File: config.mk
export PLATFORM = sky130hd
export DESIGN_NAME = alu_core
export DESIGN_NICKNAME = d
export VERILOG_FILES = /design/src/rtl/alu_pkg.sv /design/src/rtl/alu_addsub.sv /design/src/rtl/alu_logic.sv /design/src/rtl/alu_flagcalc.sv /design/src/rtl/alu_core.sv
export SDC_FILE = /design/constraint.sdc
export NUM_CORES = 1
export LEC_CHECK = 0
export ABC_AREA = 1
export BUFFER_PORTS_ARGS = -buffer_cell sky130_fd_sc_hd__buf_2
export CORE_ASPECT_RATIO = 0.9
export CORE_MARGIN = 1
export CORE_UTILIZATION = 35
export DETAILED_ROUTE_END_ITERATION = 8
export PLACE_DENSITY = 0.55
export RECOVER_POWER = 25
export SLEW_MARGIN = 20
export SYNTH_ARGS = -nofsm -noshare
export SYNTH_HDL_FRONTEND = slang
export SYNTH_SLANG_ARGS = --single-unit
File: constraint.sdc
create_clock -name vclk -period 6.4
set_input_delay 1.6 -clock vclk [all_inputs]
set_output_delay 1.6 -clock vclk [all_outputs]
set_load 0.01 [all_outputs]
File: src/rtl/alu_pkg.sv
package alu_pkg;

  typedef enum logic [3:0] {
    OP_ADD  = 4'd0,
    OP_SUB  = 4'd1,
    OP_CMP  = 4'd2,
    OP_INC  = 4'd3,
    OP_DEC  = 4'd4,
    OP_AND  = 4'd5,
    OP_OR   = 4'd6,
    OP_XOR  = 4'd7,
    OP_TEST = 4'd8,
    OP_NOT  = 4'd9,
    OP_NEG  = 4'd10
  } alu_op_e;

  // bit 0 carry, bit 1 parity, bit 2 zero, bit 3 sign, bit 4 overflow
  typedef struct packed {
    logic ovf;
    logic sgn;
    logic zro;
    logic par;
    logic cry;
  } alu_flags_t;

  localparam int unsigned FLAG_W = $bits(alu_flags_t);

endpackage

File: src/rtl/alu_addsub.sv
module alu_addsub #(
  parameter int unsigned DW = 16,
  parameter int unsigned NW = 8
) (
  input  logic [DW-1:0] a_i,
  input  logic [DW-1:0] b_i,
  input  logic          sub_i,
  input  logic          wide_i,
  output logic [DW-1:0] sum_o,
  output logic          cf_o,
  output logic          of_o
);

  localparam logic [DW-1:0] NMASK = {{(DW-NW){1'b0}}, {NW{1'b1}}};

  logic [DW-1:0] wmask;
  logic [DW-1:0] am;
  logic [DW-1:0] bm;
  logic [DW:0]   full;
  logic          cout;
  logic          sa, sb, ss;

  always_comb begin
    wmask = wide_i ? '1 : NMASK;
    am    = a_i & wmask;
    bm    = (sub_i ? ~b_i : b_i) & wmask;
    full  = {1'b0, am} + {1'b0, bm} + {{DW{1'b0}}, sub_i};
    sum_o = full[DW-1:0] & wmask;
    cout  = wide_i ? full[DW] : full[NW];
    // a subtract reports a borrow, the inverse of the adder carry
    cf_o  = cout ^ sub_i;
    sa    = wide_i ? am[DW-1]    : am[NW-1];
    sb    = wide_i ? bm[DW-1]    : bm[NW-1];
    ss    = wide_i ? sum_o[DW-1] : sum_o[NW-1];
    of_o  = (sa == sb) && (ss != sa);
  end

  always_comb begin

    if (wide_i && !sub_i) begin
      add_carry_wrap_chk: assert (cf_o == (sum_o < a_i));
    end

    if (wide_i && sub_i) begin
      sub_borrow_cmp_chk: assert (cf_o == (a_i < b_i));
    end
  end

endmodule

File: src/rtl/alu_logic.sv
module alu_logic
  import alu_pkg::*;
#(
  parameter int unsigned DW = 16,
  parameter int unsigned NW = 8
) (
  input  alu_op_e       op_i,
  input  logic [DW-1:0] a_i,
  input  logic [DW-1:0] b_i,
  input  logic          wide_i,
  output logic [DW-1:0] res_o
);

  localparam logic [DW-1:0] NMASK = {{(DW-NW){1'b0}}, {NW{1'b1}}};

  logic [DW-1:0] raw;

  always_comb begin
    unique case (op_i)
      OP_AND, OP_TEST: raw = a_i & b_i;
      OP_OR:           raw = a_i | b_i;
      OP_XOR:          raw = a_i ^ b_i;
      OP_NOT:          raw = ~a_i;
      default:         raw = '0;
    endcase
    res_o = raw & (wide_i ? '1 : NMASK);
  end

endmodule

File: src/rtl/alu_flagcalc.sv
module alu_flagcalc #(
  parameter int unsigned DW = 16,
  parameter int unsigned NW = 8
) (
  input  logic [DW-1:0] res_i,
  input  logic          wide_i,
  output logic          zf_o,
  output logic          sf_o,
  output logic          pf_o
);

  localparam int unsigned PW = (NW < 8) ? NW : 8;

  logic [PW-1:0] ones;

  // parity chain over the low byte of the result
  for (genvar g = 0; g < PW; g++) begin : g_par
    if (g == 0) begin : g_first
      assign ones[g] = res_i[g];
    end else begin : g_next
      assign ones[g] = ones[g-1] ^ res_i[g];
    end
  end

  always_comb begin
    zf_o = wide_i ? (res_i == '0) : (res_i[NW-1:0] == '0);
    sf_o = wide_i ? res_i[DW-1] : res_i[NW-1];
    pf_o = ~ones[PW-1];
  end

endmodule

File: src/rtl/alu_core.sv
module alu_core
  import alu_pkg::*;
#(
  parameter int unsigned DW = 16,
  parameter int unsigned NW = 8
) (
  input  logic [DW-1:0]     dst_i,
  input  logic [DW-1:0]     src_i,
  input  logic [3:0]        op_i,
  input  logic              wide_i,
  input  logic              cf_i,
  output logic [DW-1:0]     res_o,
  output logic              we_o,
  output logic [FLAG_W-1:0] flags_o,
  output logic [FLAG_W-1:0] fmask_o
);

  localparam logic [DW-1:0]     ONE       = DW'(1);
  localparam logic [FLAG_W-1:0] MASK_ALL  = '1;
  localparam logic [FLAG_W-1:0] MASK_NOCF = {{(FLAG_W-1){1'b1}}, 1'b0};

  alu_op_e       op;
  logic [DW-1:0] add_a, add_b, add_sum;
  logic          add_sub, add_cf, add_of;
  logic [DW-1:0] log_res;
  logic          use_logic;
  logic [DW-1:0] lane_res;
  logic          zf, sf, pf;
  alu_flags_t    fl;

  assign op = alu_op_e'(op_i);

  // operand steering for the shared adder
  always_comb begin
    add_a   = dst_i;
    add_b   = src_i;
    add_sub = 1'b0;
    unique case (op)
      OP_SUB, OP_CMP: add_sub = 1'b1;
      OP_INC:         add_b   = ONE;
      OP_DEC: begin
        add_b   = ONE;
        add_sub = 1'b1;
      end
      OP_NEG: begin
        add_a   = '0;
        add_b   = dst_i;
        add_sub = 1'b1;
      end
      default: ;
    endcase
  end

  alu_addsub #(.DW(DW), .NW(NW)) addsub_i (
    .a_i    (add_a),
    .b_i    (add_b),
    .sub_i  (add_sub),
    .wide_i (wide_i),
    .sum_o  (add_sum),
    .cf_o   (add_cf),
    .of_o   (add_of)
  );

  alu_logic #(.DW(DW), .NW(NW)) logic_i (
    .op_i   (op),
    .a_i    (dst_i),
    .b_i    (src_i),
    .wide_i (wide_i),
    .res_o  (log_res)
  );

  always_comb begin
    use_logic = (op == OP_AND) || (op == OP_OR) || (op == OP_XOR) ||
                (op == OP_TEST) || (op == OP_NOT);
    lane_res  = use_logic ? log_res : add_sum;
  end

  alu_flagcalc #(.DW(DW), .NW(NW)) flagcalc_i (
    .res_i  (lane_res),
    .wide_i (wide_i),
    .zf_o   (zf),
    .sf_o   (sf),
    .pf_o   (pf)
  );

  // per-operation write and flag policy
  always_comb begin
    res_o   = '0;
    we_o    = 1'b0;
    fmask_o = '0;
    fl      = '{ovf: 1'b0, sgn: 1'b0, zro: 1'b0, par: 1'b0, cry: cf_i};
    unique case (op)
      OP_ADD, OP_SUB, OP_CMP: begin
        res_o   = add_sum;
        we_o    = (op != OP_CMP);
        fmask_o = MASK_ALL;
        fl      = '{ovf: add_of, sgn: sf, zro: zf, par: pf, cry: add_cf};
      end
      OP_INC, OP_DEC: begin
        res_o   = add_sum;
        we_o    = 1'b1;
        fmask_o = MASK_NOCF;
        fl      = '{ovf: add_of, sgn: sf, zro: zf, par: pf, cry: cf_i};
      end
      OP_AND, OP_OR, OP_XOR, OP_TEST: begin
        res_o   = log_res;
        we_o    = (op != OP_TEST);
        fmask_o = MASK_ALL;
        fl      = '{ovf: 1'b0, sgn: sf, zro: zf, par: pf, cry: 1'b0};
      end
      OP_NOT: begin
        res_o = log_res;
        we_o  = 1'b1;
      end
      OP_NEG: begin
        res_o = add_sum;
        we_o  = 1'b1;
      end
      default: ;
    endcase
    flags_o = fl;
  end

  always_comb begin

    if (op_i == OP_CMP) begin
      cmp_nowrite_chk: assert (!we_o && fmask_o == MASK_ALL);
    end

    if (op_i == OP_TEST) begin
      test_nowrite_chk: assert (!we_o && flags_o[0] == 1'b0 && flags_o[4] == 1'b0);
    end

    if (op_i == OP_INC || op_i == OP_DEC) begin
      incdec_carry_hold_chk: assert (flags_o[0] == cf_i && !fmask_o[0]);
    end

    if (op_i == OP_AND || op_i == OP_OR || op_i == OP_XOR) begin
      logic_clear_cf_of_chk: assert (we_o && flags_o[0] == 1'b0 && flags_o[4] == 1'b0);
    end

    if (op_i == OP_NOT || op_i == OP_NEG) begin
      unary_no_flags_chk: assert (we_o && fmask_o == '0);
    end

    if (!wide_i) begin
      narrow_upper_zero_chk: assert (res_o[DW-1:NW] == '0);
    end

    if (fmask_o[2]) begin
      zero_flag_match_chk: assert (flags_o[2] == (res_o == '0));
    end

    if (op_i > 4'd10) begin
      undef_op_idle_chk: assert (!we_o && fmask_o == '0 && res_o == '0);
    end
  end

endmodule

==> out/qor.yml <==
leakage_nw: 1.985
wl_met2_mm: 4.314
vias: 3462
grt_max_degree: 24
cp.arrival_ns: 4.58
antenna_found_initial: 0
max_slew_margin_pct: 35.29
setup_violations: 0
slowest_delay_ns: 0.38
grt_pass1_wl_mm: 14.78
path_class: "in2out"
path_buf_inv: 5
avgSynthCellArea_um2: 5.597
max-cap-violations: 0
dp_worst_setup_slack_ns: 0.05821
crit_path_start_kind: "input port"
fill_cells: 843
multi_input_area_mm2: 0.002615
final_common_cell: "nand2_1"
insertedDiodeCount: 0
drc_errors: 0
final.setup.tns_ns: 0
synth_xor_area_share_pct: 4.373
rows: 30
highest-signal-layer: "met4"
setup_ws_ns: 0.2201
synth.area.mux_share_pct: 0
status: "completed"
final_cell_mix: "nand2_1 (113), inv_1 (76), buf_2 (61)"
synth_compound_area_share_pct: 23.29
nFlopsAndLatches: 0
overflow: 0
cp_data_required_time_ns: 4.80
io_buffer_count: 65
met1Wirelength_mm: 4.322
period_share_pct: 96.56
die_area_mm2: 0.008373
nets: 664
finalHoldViolCount: 0
synth-adder-area-share_pct: 22.13
peakVddDrop_mv: 0.04735
syn_area_mm2: 0.002804
crit_slowest_cell: "ha_1"
powerDensity_mw_per_mm2: 127.0
hold_path_class: "in2out"
yosys.area_share.simple_pct: 35.97
synth_cell_types: 39
yosysWarnings: 0
core_area_mm2: 0.007657
min_period_ns: 6.180
drive_above_1_share_pct: 26.26
die_w_um: 96.35
drtIter0Drc: 155
crit_path_end_kind: "primary output"
cp_max_fo: 5
fp.dieH_um: 86.91
viasPerCell: 5.159
routed_wl_mm: 9.247
rsz0062_at_grt: "false"
syn_inst: 501
drtPass1Iterations: 4
clkbuf_count: 0
ys_seq_area_share_pct: 0
wl_per_cell_um: 13.78
synth_top_family_by_area: "simple AND/OR/NAND/NOR gates"
ctsHoldBuffers: 0
grt_pass1_vias: 3171
ant_nets: 0
path_cells: "buf_2 -> inv_2 -> nor2_4 -> nand2_2 -> nand2_4 -> a21oi_4 -> clkinvlp_4 -> buf_4 -> xor2_1 -> ha_1 -> a21oi_2 -> o21ai_2 -> a21oi_2 -> nand2_1 -> nand2_1 -> nand3_1 -> nand3_1 -> nand4_1 -> nand2_1 -> nand3_1 -> nor2_1 -> buf_2"
register_area_um2: 0
hpwl_mm: 7.618
tightest_slew_ns: 0.9670
synthToLayoutAreaGrowth_pct: 27.22
crit_family: "simple AND/OR/NAND/NOR gates"
slew_viol_final: 0
syn-num-nets: 588
wl_met3_um: 423
fmax_mhz: 161.8
ioPinCount: 65
start_util_pct: 36.62
grt.total_usage_pct: 21.82
gp_congestion: 0.9587
[kinds of logic (layout without fill, tap and decap cells)]
group	Yosys count	after routing
adders and majority gates	49	49
xor gates and xnor gates	14	14
AOI/OAI and AO/OA	107	107
and+or+nand+nor	234	234
buffers and inverters	97	171
[where the power goes]
group / total [mW] / switching, mW / internal (mW)
clock network: 0 / 0 / 0
registers: 0 / 0 / 0
logic: 0.453 / 0.282 / 0.171
[through the flow]
step	hold slack, ns	utilization (%)	instance area [µm²]	power [mW]	cells
detailed placement	3.558	43.12	3302	0.3969	665
global route	3.592	46.59	3567	0.5121	671
finish	3.567	46.59	3567	0.4532	671
floorplan	3.358	-	2804	0.2792	501
CTS	3.559	43.12	3302	0.3995	665
global placement	3.554	43.12	3302	0.3946	665
[area by class of cell]
type / count / share of cell area [%]
Inverter: 83 / 9.190
Multi-Input combinational cell: 404 / 73.31
Tap cell: 96 / 3.367
Timing Repair Buffer: 87 / 13.92
Timing Repair inverter: 1 / 0.2105
[layer usage]
layer  global-route usage, %  vias to the layer above
met5                       0                        -
li1                        -                     1806
met4                   4.144                        0
met3                  0.6981                       16
met2                   39.52                      106
met1                   28.79                     1534
[synth_stat cells (2+ instances only)]
master	number	area share (%)
xor2_1	14	4.4
nand3_2	3	1.1
ha_1	48	21
inv_1	79	11
inv_2	2	0.27
o21ai_1	2	0.36
o21ai_2	2	0.62
nor4_1	2	0.45
buf_4	3	0.80
o21ai_0	35	6.2
nand3b_1	3	0.80
buf_2	3	0.54
nor2_1	51	6.8
buf_1	2	0.27
o22ai_1	19	4.2
clkbuf_1	5	0.67
a21oi_1	26	4.6
nand2_1	125	17
o2111ai_1	9	2.8
nand4_1	3	0.67
nand3_1	29	5.2
o31ai_1	2	0.54
nand2_2	7	1.6
a221oi_1	6	1.9
nor2_2	4	0.89
nor3_1	4	0.71
[path summary, 6_finish.rpt]
kind / start / slack [ns] / endpoint / cells after the start
worst max-delay path: op_i[2] / 0.22 / flags_o[2] / 22
worst min-delay path: cf_i / 3.57 / flags_o[0] / 4
[timing repair]
action,CTS,global route
setup endpoints to repair,0,7
resized for setup,0,66
buffers inserted,0,5
Note: power is estimated with default switching activity, not from simulation.
